## src/rtl/rxq_pkg.sv

```systemverilog
// Package: shared constants and types for the receive byte queue.
// Assumes: depth is small (a handful of entries); byte width is 8.
package rxq_pkg;
    localparam int unsigned RXQ_DEPTH  = 4;
    localparam int unsigned RXQ_DATA_W = 8;

    // How the write side of the queue behaves in a given cycle.
    typedef enum logic [1:0] {
        WR_IDLE    = 2'd0,
        WR_APPEND  = 2'd1,
        WR_REPLACE = 2'd2
    } rxq_wr_kind_e;
endpackage

```

## src/rtl/rxq_ctrl.sv

```systemverilog
// Module: pointer and occupancy control for the receive queue.
// Applies clear, then pop, then push/break each cycle. A push into a full
// queue rewrites the newest slot. Assumes DEPTH >= 2.
module rxq_ctrl
    import rxq_pkg::*;
#(
    parameter int unsigned DEPTH  = RXQ_DEPTH,
    parameter int unsigned DATA_W = RXQ_DATA_W,
    localparam int unsigned PTR_W = $clog2(DEPTH),
    localparam int unsigned CNT_W = $clog2(DEPTH + 1)
) (
    input  logic              clk,
    input  logic              rst_n,
    input  logic              push,
    input  logic [DATA_W-1:0] push_data,
    input  logic              line_break,
    input  logic              pop,
    input  logic              rx_clear,
    output logic              wr_en,
    output logic [PTR_W-1:0]  wr_addr,
    output logic [DATA_W-1:0] wr_data,
    output logic [PTR_W-1:0]  rd_addr,
    output logic [CNT_W-1:0]  count
);
    localparam logic [CNT_W-1:0] CNT_FULL = CNT_W'(DEPTH);
    localparam logic [PTR_W-1:0] PTR_LAST = PTR_W'(DEPTH - 1);

    logic [PTR_W-1:0] rptr_q, rptr_d, wptr_q, wptr_d;
    logic [CNT_W-1:0] cnt_q, cnt_d, cnt_mid;
    logic             pop_ok, put;
    rxq_wr_kind_e     kind;

    function automatic logic [PTR_W-1:0] ptr_inc(input logic [PTR_W-1:0] p);
        return (p == PTR_LAST) ? '0 : p + 1'b1;
    endfunction

    function automatic logic [PTR_W-1:0] ptr_dec(input logic [PTR_W-1:0] p);
        return (p == '0) ? PTR_LAST : p - 1'b1;
    endfunction

    // Decide the pop effect first, then classify the write.
    always_comb begin
        pop_ok  = pop && (cnt_q != '0);
        cnt_mid = cnt_q - CNT_W'(pop_ok);
        put     = push || line_break;
        if (!put)                   kind = WR_IDLE;
        else if (cnt_mid == CNT_FULL) kind = WR_REPLACE;
        else                        kind = WR_APPEND;
    end

    // Next pointer and count values, with clear taking priority.
    always_comb begin
        rptr_d  = pop_ok ? ptr_inc(rptr_q) : rptr_q;
        wptr_d  = wptr_q;
        cnt_d   = cnt_mid;
        wr_addr = wptr_q;
        unique case (kind)
            WR_APPEND: begin
                wptr_d = ptr_inc(wptr_q);
                cnt_d  = cnt_mid + 1'b1;
            end
            WR_REPLACE: wr_addr = ptr_dec(wptr_q);
            default: ;
        endcase
        if (rx_clear) begin
            rptr_d = '0;
            wptr_d = '0;
            cnt_d  = '0;
        end
    end

    // Write strobe and byte; a break always carries zero.
    always_comb begin
        wr_en   = (kind != WR_IDLE) && !rx_clear;
        wr_data = line_break ? '0 : push_data;
    end

    // State registers for pointers and count.
    always_ff @(posedge clk) begin
        if (!rst_n) begin
            rptr_q <= '0;
            wptr_q <= '0;
            cnt_q  <= '0;
        end else begin
            rptr_q <= rptr_d;
            wptr_q <= wptr_d;
            cnt_q  <= cnt_d;
        end
    end

    assign rd_addr = rptr_q;
    assign count   = cnt_q;

    p_count_bound_r5: assert property (@(posedge clk) disable iff (!rst_n)
        cnt_q <= CNT_FULL);

    p_replace_holds_r5: assert property (@(posedge clk) disable iff (!rst_n)
        (cnt_q == CNT_FULL && push && !pop && !rx_clear) |=> (cnt_q == CNT_FULL));

    p_pop_then_push_r10: assert property (@(posedge clk) disable iff (!rst_n)
        (cnt_q == CNT_FULL && pop && push && !rx_clear) |=> (cnt_q == CNT_FULL));

    p_empty_pop_r8: assert property (@(posedge clk) disable iff (!rst_n)
        (cnt_q == '0 && pop && !push && !line_break && !rx_clear)
            |=> (cnt_q == '0 && $stable(rptr_q)));
endmodule

```

## src/rtl/rxq_store.sv

```systemverilog
// Module: byte storage for the receive queue, one write port and one
// asynchronous read port. Assumes the write address is always in range.
module rxq_store
    import rxq_pkg::*;
#(
    parameter int unsigned DEPTH  = RXQ_DEPTH,
    parameter int unsigned DATA_W = RXQ_DATA_W,
    localparam int unsigned PTR_W = $clog2(DEPTH)
) (
    input  logic              clk,
    input  logic              rst_n,
    input  logic              wr_en,
    input  logic [PTR_W-1:0]  wr_addr,
    input  logic [DATA_W-1:0] wr_data,
    input  logic [PTR_W-1:0]  rd_addr,
    output logic [DATA_W-1:0] rd_data
);
    logic [DATA_W-1:0] slot_q [DEPTH];

    for (genvar g = 0; g < DEPTH; g++) begin : g_slot
        // One holding register per entry, loaded when addressed.
        always_ff @(posedge clk) begin
            if (!rst_n)
                slot_q[g] <= '0;
            else if (wr_en && (wr_addr == PTR_W'(g)))
                slot_q[g] <= wr_data;
        end
    end

    assign rd_data = slot_q[rd_addr];
endmodule

```

## src/rtl/rxq_flags.sv

```systemverilog
// Module: status levels, flow-control ready and the break-change flag.
// Assumes count never exceeds DEPTH.
module rxq_flags
    import rxq_pkg::*;
#(
    parameter int unsigned DEPTH  = RXQ_DEPTH,
    localparam int unsigned CNT_W = $clog2(DEPTH + 1)
) (
    input  logic             clk,
    input  logic             rst_n,
    input  logic [CNT_W-1:0] count,
    input  logic             rx_enable,
    input  logic             line_break,
    input  logic             break_ack,
    output logic             data_ready,
    output logic             queue_full,
    output logic             accept_ok,
    output logic             break_seen
);
    logic brk_q;

    // Occupancy levels and the deserializer ready.
    always_comb begin
        data_ready = (count != '0);
        queue_full = (count == CNT_W'(DEPTH));
        accept_ok  = rx_enable && !queue_full;
    end

    // Break flag: set by a break, cleared by acknowledge, set wins.
    always_ff @(posedge clk) begin
        if (!rst_n)          brk_q <= 1'b0;
        else if (line_break) brk_q <= 1'b1;
        else if (break_ack)  brk_q <= 1'b0;
    end

    assign break_seen = brk_q;

    p_break_sets_r6: assert property (@(posedge clk) disable iff (!rst_n)
        line_break |=> break_seen);

    p_break_holds_r7: assert property (@(posedge clk) disable iff (!rst_n)
        (break_seen && !break_ack) |=> break_seen);

    p_full_blocks_r9: assert property (@(posedge clk) disable iff (!rst_n)
        queue_full |-> !accept_ok);
endmodule

```

## src/rtl/rx_break_fifo.sv

```systemverilog
// Module: top of the receive byte queue with line-break insertion.
// Ties control, storage and flags together; the head byte is gated to zero
// while the queue is empty. Assumes one-cycle strobes on all event inputs.
module rx_break_fifo
    import rxq_pkg::*;
#(
    parameter int unsigned DEPTH  = RXQ_DEPTH,
    parameter int unsigned DATA_W = RXQ_DATA_W,
    localparam int unsigned PTR_W = $clog2(DEPTH),
    localparam int unsigned CNT_W = $clog2(DEPTH + 1)
) (
    input  logic              clk,
    input  logic              rst_n,
    input  logic              rx_enable,
    input  logic              push,
    input  logic [DATA_W-1:0] push_data,
    input  logic              line_break,
    input  logic              pop,
    input  logic              rx_clear,
    input  logic              break_ack,
    output logic [DATA_W-1:0] head_data,
    output logic              data_ready,
    output logic              queue_full,
    output logic              accept_ok,
    output logic              break_seen
);
    logic              wr_en;
    logic [PTR_W-1:0]  wr_addr, rd_addr;
    logic [DATA_W-1:0] wr_data, rd_data;
    logic [CNT_W-1:0]  count;

    rxq_ctrl #(.DEPTH(DEPTH), .DATA_W(DATA_W)) u_ctrl (
        .clk(clk), .rst_n(rst_n), .push(push), .push_data(push_data),
        .line_break(line_break), .pop(pop), .rx_clear(rx_clear),
        .wr_en(wr_en), .wr_addr(wr_addr), .wr_data(wr_data),
        .rd_addr(rd_addr), .count(count)
    );

    rxq_store #(.DEPTH(DEPTH), .DATA_W(DATA_W)) u_store (
        .clk(clk), .rst_n(rst_n), .wr_en(wr_en), .wr_addr(wr_addr),
        .wr_data(wr_data), .rd_addr(rd_addr), .rd_data(rd_data)
    );

    rxq_flags #(.DEPTH(DEPTH)) u_flags (
        .clk(clk), .rst_n(rst_n), .count(count), .rx_enable(rx_enable),
        .line_break(line_break), .break_ack(break_ack),
        .data_ready(data_ready), .queue_full(queue_full),
        .accept_ok(accept_ok), .break_seen(break_seen)
    );

    // Head byte presented to the host, zero when nothing is held.
    always_comb head_data = data_ready ? rd_data : '0;

    p_full_has_data_r4: assert property (@(posedge clk) disable iff (!rst_n)
        queue_full |-> data_ready);

    p_pop_clears_full_r4: assert property (@(posedge clk) disable iff (!rst_n)
        (pop && !push && !line_break && !rx_clear) |=> !queue_full);

    p_push_sets_ready_r3: assert property (@(posedge clk) disable iff (!rst_n)
        ((push || line_break) && !rx_clear) |=> data_ready);

    p_clear_empties_r11: assert property (@(posedge clk) disable iff (!rst_n)
        rx_clear |=> (!data_ready && !queue_full));
endmodule

```

## config.mk

```make
export PLATFORM = sky130hd
export DESIGN_NAME = rx_break_fifo
export DESIGN_NICKNAME = d
export VERILOG_FILES = /design/src/rtl/rxq_pkg.sv /design/src/rtl/rxq_ctrl.sv /design/src/rtl/rxq_store.sv /design/src/rtl/rxq_flags.sv /design/src/rtl/rx_break_fifo.sv
export SDC_FILE = /design/constraint.sdc
export NUM_CORES = 1
export LEC_CHECK = 0
export ABC_CLOCK_PERIOD_IN_PS = 5600
export CAP_MARGIN = 20
export CORE_MARGIN = 3
export CORE_UTILIZATION = 45
export CTS_CLUSTER_DIAMETER = 30
export DETAILED_ROUTE_END_ITERATION = 12
export PLACE_DENSITY = 0.67
export SLEW_MARGIN = 20
export SYNTH_ARGS = -nofsm -noshare
export SYNTH_HDL_FRONTEND = slang
export SYNTH_SLANG_ARGS = --single-unit
```

## constraint.sdc

```tcl
create_clock -name clk -period 5.6 [get_ports clk]
set_input_delay 1.12 -clock clk [delete_from_list [all_inputs] [get_ports clk]]
set_output_delay 1.12 -clock clk [all_outputs]
set_load 0.02 [all_outputs]
```

==> flow_summary.json, run 1 <==
{
  "status": "finished, final reports clean",
  "final_layout_size_suffix_gt1_frac": 0.133,
  "yosys.area.top_type_share": 0.460,
  "core_um2": 4410,
  "routed_via_density": 5.25,
  "nFillCells": 381,
  "die_area_um2": 5500,
  "insertion_delay_ns": 0.29,
  "r2r_cells": 9,
  "hold_path_depth": 2,
  "power.leakage_uw": 0.000922,
  "yosys-top-cells-count": "nor2_1, edfxtp_1, nand2_1, and2_1, dfxtp_1",
  "yosys_warnings": 0,
  "yosys.cell_count.top_type": "nor2_1",
  "hold_slack_ns": 0.502,
  "setup_tns_ns": 0,
  "drc": 0,
  "crit_fanout": 8,
  "ff2ff_setup_slack_ns": 2.35,
  "slowest_stage": "o21ai_1",
  "relSlewSlack": 0.515,
  "worst_slew_pin_slew_ns": 0.724,
  "final.setup.worst_slack_ns": 2.10,
  "synth_cells": 171,
  "report.power.total_uw": 868,
  "syn-cell-area_um2": 2090,
  "place.gp.congestion": 0.844,
  "cts-htree-levels": 2,
  "avgRoutedWirePerCell_um": 17.3,
  "antenna_found_initial": 0,
  "hold_path_end": "u_ctrl.rd_addr[1]",
  "die_w_um": 74.2,
  "r2r-start": "u_ctrl.count[2]",
  "cp_common_cell": "ha_1",
  "synth_largest_area_cell": "edfxtp_1",
  "drt_wl_total_mm": 4.41,
  "ys_ff_latch": 42,
  "antenna_cells": 0,
  "dp_slack_ns": 1.48,
  "hp-class": "reg2reg",
  "worstPathCellList": "clkdlybuf4s50_1 > nand2_1 > inv_1 > ha_1 > ha_1 > ha_1 > nand2_1 > mux2i_1 > o21ai_1",
  "max_freq_mhz": 286,
  "dr.pass1.iters": 4,
  "cts_buffers": 5,
  "drt_iter0_drc": 91,
  "irDropWorstVdd_mv": 0.206,
  "synth.area.top_cells": "edfxtp_1, dfxtp_1, mux4_2",
  "place_hpwl_mm": 3.39,
  "skew_ns": 0.00470,
  "clk_pin_slew_ns": 0.08,
  "final_antenna_net_count": 0,
  "cts_tree": "built",
  "period_share": 0.625,
  "finalHoldViolations": 0,
  "io_buffers": 27,
  "grt_max_degree": 14,
  "cp_data_required_time_ns": 5.52,
  "cts_resized": 0,
  "ctsHoldBuffers": 0,
  "cts.path.max_buffers": 2,
  "synth-seq-area-share": 0.555,
  "start_util": 0.474,
  "path_class": "in2reg",
  "crit_path_max_incr_delay_ns": 0.57,
  "numPlacedInstances": 247,
  "cap_violations": 0,
  "grtUsageTotal": 0.179,
  "yosysUniqueCellTypes": 29,
  "clock-sinks": 42,
  "rsz0062_at_grt": "false",
  "die_y_um": 74.2,
  "num_vias": 1340,
  "area_growth_pct": 19.5,
  "grt_overflow": 0,
  "cp-start-kind": "input port",
  "pin_count": 28,
  "nets": 225,
  "min-delay-start": "u_ctrl.rd_addr[1]",
  "rows": 24,
  "synth_nets": 194,
  "postSynthAreaPerCell_um2": 12.2,
  "clock_tree.root_cell": "clkbuf_8",
  "synthArstFlopShare": 0,
  "post_cts_buffers": 0,
  "critPathArrivalTime_ns": 3.43,
  "synth_edf_count": 32,
  "period_minus_slack_ns": 3.50,
  "r2r_end": "u_store.slot_q[1][5]",
  "grt_pass1_vias": 1304,
  "setup.worst_path.end_class": "register",
  "setup_viol": 0,
  "grt_pass1_wl_mm": 6.99,
  "final-instance-count-excl-fill": 255,
  "drv_slew": 0,
  "power.density_nw_per_um2": 347,
  "synth_flop_cell": "edfxtp_1"
}
[per-layer routing]
| layer | wire length, um | GRT usage | up-vias | part of all wire |
|---|---|---|---|---|
| li1 | - | - | 662 | - |
| met1 | 2200 | 0.260 | 642 | 0.50 |
| met2 | 1940 | 0.271 | 32 | 0.44 |
| met3 | 218 | 0.0378 | 4 | 0.049 |
| met4 | 53 | 0.0543 | 0 | 0.012 |
| met5 | 0 | 0 | - | 0 |
[worst max-delay path: cells and delay by family]
kind	cells	cell delay, ns
multiplexers	1	0.17
AND/OR/NAND/NOR	2	0.33
buffers and inverters	2	0.48
adder cells (fa/ha/maj)	3	0.75
AO/OA/AOI/OAI	1	0.57
[area by class of cell]
| type | instances | area (um2) | share of cell area |
|---|---|---|---|
| Clock buffer | 6 | 72.6 | 0.0290 |
| Clock inverter | 2 | 10.0 | 0.00401 |
| Inverter | 8 | 30.0 | 0.0120 |
| Multi-Input combinational cell | 117 | 882 | 0.353 |
| Sequential cell | 42 | 1160 | 0.465 |
| Tap cell | 52 | 65.1 | 0.0260 |
| Timing Repair Buffer | 28 | 278 | 0.111 |
[state kept, by name (all words and copies together), names as in the netlist, named ones only]
name	count
u_ctrl.count	3
u_flags.break_seen	1
u_store.slot_q	32
u_ctrl.wptr_q	2
u_ctrl.rd_addr	2
[power breakdown]
group / internal (uW) / total, uW / switching (uW)
Combinational: 133 / 295 / 162
Clock: 86.5 / 189 / 103
Sequential: 366 / 383 / 17.3
Total: 585 / 868 / 283
[kinds of logic after synthesis]
logic type,Yosys count,share of synthesized area
compound gates,10,0.0293
fa+ha+maj,7,0.0419
xor+xnor,2,0.0120
buf+inv,12,0.0227
simple gates,80,0.181
mux,18,0.158
flops,42,0.555
[worst max-delay path by stage]
stage | cells past startpoint | endpoint | startpoint
2_1_floorplan | 8 | u_store.slot_q[1][0] | pop
3_3_place_gp | 9 | u_store.slot_q[1][2] | pop
3_5_place_dp | 9 | u_store.slot_q[2][4] | pop
4_1_cts | 9 | u_store.slot_q[2][5] | pop
5_1_grt | 9 | u_store.slot_q[1][7] | pop
6_report | 9 | u_store.slot_q[1][5] | pop
[cell usage in the layout (no fill, tap or decap), types with 2 or more instances in the layout]
master and instances:
nor2_1 42, edfxtp_1 32, clkdlybuf4s50_1 27, nand2_1 13
and2_1 10, dfxtp_1 10, inv_1 8, mux4_2 8
ha_1 7, mux2i_1 6, clkbuf_8 5, mux2i_4 4
nand2b_1 3, o21ai_1 3, a21oi_1 3, nor2b_1 2
nand3_1 2, nor3_1 2, clkinv_2 2
[per-stage QoR]
| stage | area [um2] | utilization |
|---|---|---|
| after floorplan | 2090 | - |
| after global placement | 2420 | 0.547 |
| after detailed placement | 2420 | 0.547 |
| after CTS | 2500 | 0.566 |
| after global routing | 2500 | 0.566 |
| final | 2500 | 0.566 |
No activity file was read; power rests on OpenSTA's default activity.
==> inputs of run 2 (changes only) <==
- ABC_CLOCK_PERIOD_IN_PS: 5600 -> 3650
- clock period: 5.6 -> 3.65 ns (I/O delays scaled with it)
==> run 2 against run 1 <==
  * Cell area is 1.0% higher
  * Clock-buffer cell count decreased by 1
  * Die area unchanged
  * Sequential power is 53% higher
  * Via count shrank 0.75%
  * Sequential share of layout area down 0.46 points
  * Global-route usage is 0.55 points lower
  * Combinational power up 53%
  * Critical path depth increased by 1
  * Critical path type is now reg2reg
  * Critical endpoint is now u_store.slot_q[1][3]
  * Highest routed layer unchanged
==> flow_summary.json, run 2 (synthesis gave the netlist of run 1 again) <==
{
  "status": "finished, final reports clean",
  "nFillCells": 362,
  "place_hpwl_mm": 3.18,
  "worstPathCellList": "or3_2 > nand2_1 > inv_1 > ha_1 > ha_1 > ha_1 > nand2_1 > mux2i_1 > o21ai_0 > buf_4",
  "clock_tree.root_cell": "clkbuf_8",
  "slowest_stage": "or3_2",
  "ctsHoldBuffers": 0,
  "power.density_nw_per_um2": 528,
  "hold_path_depth": 2,
  "final.setup.worst_slack_ns": 0.678,
  "drv_slew": 0,
  "cts_tree": "built",
  "area_growth_pct": 20.7,
  "finalHoldViolations": 0,
  "setup_viol": 0,
  "pin_count": 28,
  "power.leakage_uw": 0.000933,
  "place.gp.congestion": 0.882,
  "r2r_cells": 10,
  "grt_overflow": 0,
  "core_um2": 4410,
  "grtUsageTotal": 0.173,
  "nets": 228,
  "num_vias": 1330,
  "cap_violations": 0,
  "die_area_um2": 5500,
  "period_minus_slack_ns": 2.97,
  "largest_reg_flops": 32,
  "setup.worst_path.end_class": "register",
  "grt_pass1_vias": 1313,
  "crit_path_max_incr_delay_ns": 0.60,
  "grt_pass1_wl_mm": 6.88,
  "post_cts_buffers": 0,
  "cp_data_required_time_ns": 3.65,
  "clk_pin_slew_ns": 0.08,
  "insertion_delay_ns": 0.30,
  "path_class": "reg2reg",
  "final_layout_size_suffix_gt1_frac": 0.146,
  "irDropWorstVdd_mv": 0.225,
  "avgRoutedWirePerCell_um": 16.2,
  "layout_common_cells": "nor2_1, edfxtp_1, clkdlybuf4s50_1, nand2_1",
  "critPathArrivalTime_ns": 2.98,
  "period_share": 0.814,
  "dr.pass1.iters": 4,
  "skew_ns": 0.00923,
  "top_register": "u_store.slot_q",
  "cts_resized": 0,
  "rows": 24,
  "die_y_um": 74.2,
  "antenna_found_initial": 0,
  "drc": 0,
  "mostFrequentLayoutCell": "nor2_1",
  "rsz0062_at_grt": "false",
  "start_util": 0.474,
  "worst_slew_pin_slew_ns": 0.674,
  "final_antenna_net_count": 0,
  "cts-htree-levels": 2,
  "clock-sinks": 42,
  "hp-class": "reg2reg",
  "dp_slack_ns": 0.495,
  "drt_iter0_drc": 84,
  "grt_max_degree": 14,
  "relSlewSlack": 0.549,
  "crit_fanout": 11,
  "routed_via_density": 5.16,
  "cts_buffers": 5,
  "setup_tns_ns": 0,
  "cts.path.max_buffers": 2,
  "drt_wl_total_mm": 4.19,
  "report.power.total_uw": 1330,
  "io_buffers": 27,
  "die_w_um": 74.2,
  "cp-start-kind": "register",
  "antenna_cells": 0,
  "max_freq_mhz": 336,
  "cp_common_cell": "ha_1"
}
[run 2: changes by cell type in the layout (fill, tap and decap cells not counted), sizes merged]
cell	previous run	this run
clkinvlp	0	1
clkbuf	6	5
buf	1	4
[run 2: cell type report]
type / instances / area, um2 / share of cell area
clock buffer: 5 / 68.8 / 0.0273
clock inverter: 3 / 16.3 / 0.00645
inverter: 8 / 30.0 / 0.0119
multi-input combinational: 117 / 882 / 0.350
sequential: 42 / 1160 / 0.460
tap: 52 / 65.1 / 0.0258
timing repair buffer: 31 / 300 / 0.119
[run 2: critical path, delay by kind of cell (launching register included)]
family | cells | cell delay, ns
simple gates | 3 | 0.98
fa+ha+maj | 3 | 0.74
flops | 1 | 0.35
buf+inv | 2 | 0.27
mux | 1 | 0.17
compound gates | 1 | 0.17
[run 2: layer usage]
layer  routed length, um  track usage
met1                2040        0.256
met2                1920        0.253
met3                 201       0.0419
met4                  30       0.0543
met5                   0            0
[run 2: path summary, 6_finish.rpt]
kind	startpoint	end	slack (ns)
worst min-delay path	u_ctrl.rd_addr[1]	u_ctrl.rd_addr[1]	0.49
worst max-delay path	u_ctrl.count[2]	u_store.slot_q[1][3]	0.68
worst min register to register	u_ctrl.rd_addr[1]	u_ctrl.rd_addr[1]	0.49
worst max register to register	u_ctrl.count[2]	u_store.slot_q[1][3]	0.68
[run 2: per-stage QoR]
step            util  area, um2  std cells  hold slack (ns)
3_3_place_gp   0.552       2440        250            0.480
4_1_cts        0.572       2520        258            0.491
6_report       0.572       2520        258            0.487
3_5_place_dp   0.552       2440        250            0.479
2_1_floorplan      -       2090        171            0.454
5_1_grt        0.572       2520        258            0.518
[run 2: power breakdown]
part | switching, uW | internal, uW | total [uW]
Sequential | 24.2 | 561 | 585
Combinational | 245 | 207 | 452
Clock | 164 | 131 | 295
==> inputs of run 3 (changes only) <==
- ABC_CLOCK_PERIOD_IN_PS: 3650 -> 2900
- clock period: 3.65 -> 2.9 ns (I/O delays scaled with it)
==> run 3 against run 2 <==
  * Routed wire length grew 0.69%
  * Non-clock buffer count grew 5
  * Clock power grew 34%
  * Utilization grew 1.2 points
==> flow_summary.json, run 3 (synthesis gave the netlist of run 1 again) <==
{
  "report.power.total_uw": 1760,
  "hold_slack_ns": 0.519,
  "status": "finished, final reports clean",
  "cp-start-kind": "register",
  "r2r-start": "u_ctrl.count[2]",
  "routed_via_density": 5.36,
  "avgRoutedWirePerCell_um": 16.0,
  "cts.path.max_buffers": 2,
  "finalHoldViolations": 0,
  "die_area_um2": 5500,
  "power.density_nw_per_um2": 684,
  "final_area_um2": 2580,
  "slowest_stage": "or3_2",
  "hold_path_depth": 2,
  "crit_fanout": 8,
  "mostFrequentLayoutCell": "nor2_1",
  "place.gp.congestion": 0.865,
  "die_w_um": 74.2,
  "io_buffers": 27,
  "start_util": 0.474,
  "setup.worst_path.end_class": "register",
  "crit_path_max_incr_delay_ns": 0.49,
  "period_share": 0.922,
  "insertion_delay_ns": 0.29,
  "nets": 233,
  "placed_cell_area_um2": 2480,
  "layout_common_cells": "nor2_1, edfxtp_1, clkdlybuf4s50_1, nand2_1",
  "grt_max_degree": 14,
  "relSlewSlack": 0.721,
  "grt_pass1_wl_mm": 6.84,
  "top_register": "u_store.slot_q",
  "nFillCells": 348,
  "largest_reg_flops": 32,
  "period_minus_slack_ns": 2.67,
  "final_antenna_net_count": 0,
  "critPathArrivalTime_ns": 2.67,
  "drt_iter0_drc": 75,
  "area_growth_pct": 23.2,
  "setup_viol": 0,
  "drc": 0,
  "ff2ff_setup_slack_ns": 0.23,
  "worstPathCellList": "or3_2 > nand2_1 > inv_1 > ha_1 > ha_1 > ha_2 > nand2_2 > mux2i_1 > o21ai_0 > buf_4",
  "worst_slew_pin_slew_ns": 0.418,
  "path_class": "reg2reg",
  "final_layout_size_suffix_gt1_frac": 0.180,
  "clk_pin_slew_ns": 0.08,
  "final-instance-count-excl-fill": 263,
  "pin_count": 28,
  "crit_buf_inv": 2,
  "r2r_end": "u_store.slot_q[0][3]",
  "min-delay-start": "u_ctrl.rd_addr[0]",
  "numPlacedInstances": 255,
  "crit_family": "simple AND/OR/NAND/NOR gates",
  "setup_tns_ns": 0,
  "irDropWorstVdd_mv": 0.276,
  "cp_common_cell": "ha_1",
  "clock_tree.root_cell": "clkbuf_8",
  "cap_violations": 0,
  "drt_wl_total_mm": 4.22,
  "dr.pass1.iters": 4,
  "core_um2": 4410,
  "grtUsageTotal": 0.169,
  "skew_ns": 0.00765,
  "antenna_cells": 0,
  "cp_data_required_time_ns": 2.90,
  "hp-class": "reg2reg",
  "place_hpwl_mm": 3.14,
  "max_freq_mhz": 374,
  "drv_slew": 0,
  "cts_tree": "built",
  "hold_path_end": "u_ctrl.rd_addr[0]",
  "num_vias": 1410,
  "antenna_found_initial": 0,
  "power.leakage_uw": 0.000964,
  "clock-sinks": 42,
  "r2r_cells": 10,
  "die_y_um": 74.2,
  "rows": 24,
  "grt_pass1_vias": 1412,
  "cts_buffers": 5,
  "cts-htree-levels": 2,
  "post_cts_buffers": 0,
  "grt_overflow": 0
}
==> run 3: area by class of cell <==
cell class                 instances  area (um2)  share of cell area
multi-input combinational        117         887               0.344
timing repair buffer              36         338               0.131
inverter                           8        30.0              0.0117
clock inverter                     2        12.5             0.00486
clock buffer                       6        82.6              0.0321
sequential                        42        1160               0.451
tap                               52        65.1              0.0253
==> run 3: how the worst max path moves through the flow <==
stage | startpoint | end | depth (start not counted)
6_report | u_ctrl.count[2] | u_store.slot_q[0][3] | 10
5_1_grt | u_ctrl.count[2] | u_store.slot_q[0][3] | 10
4_1_cts | u_ctrl.count[2] | u_store.slot_q[0][3] | 10
3_5_place_dp | pop | u_store.slot_q[0][0] | 10
3_3_place_gp | pop | u_store.slot_q[0][1] | 10
2_1_floorplan | u_ctrl.count[2] | u_store.slot_q[0][0] | 9
==> run 3: tightest hold or removal path, stage by stage, from the launching register on <==
cell and delay [ns]:
dfxtp_1 0.33, nand2_1 0.06, a21oi_1 0.07
==> run 3: power by group <==
part           total (uW)  internal [uW]  switching (uW)
clock network         394            191             203
registers             730            706            24.1
logic                 639            303             336
==> run 3: layer usage <==
layer | routed length [um] | track usage
met5 | 0 | 0
met4 | 51 | 0.0523
met3 | 248 | 0.0419
met2 | 1970 | 0.265
met1 | 1950 | 0.232
==> run 3: through the flow <==
step                      utilization  setup WS [ns]
after detailed placement        0.561       -0.00454
after floorplan                     -        -0.0918
after CTS                       0.582          0.129
after global routing            0.584       -0.00451
final                           0.584          0.226
after global placement          0.561         0.0681
==> run 3: what timing repair did <==
item | CTS | global route
endpoints found under the setup margin | 0 | 18
gates resized for setup | 0 | 2
hold buffers | 0 | 0
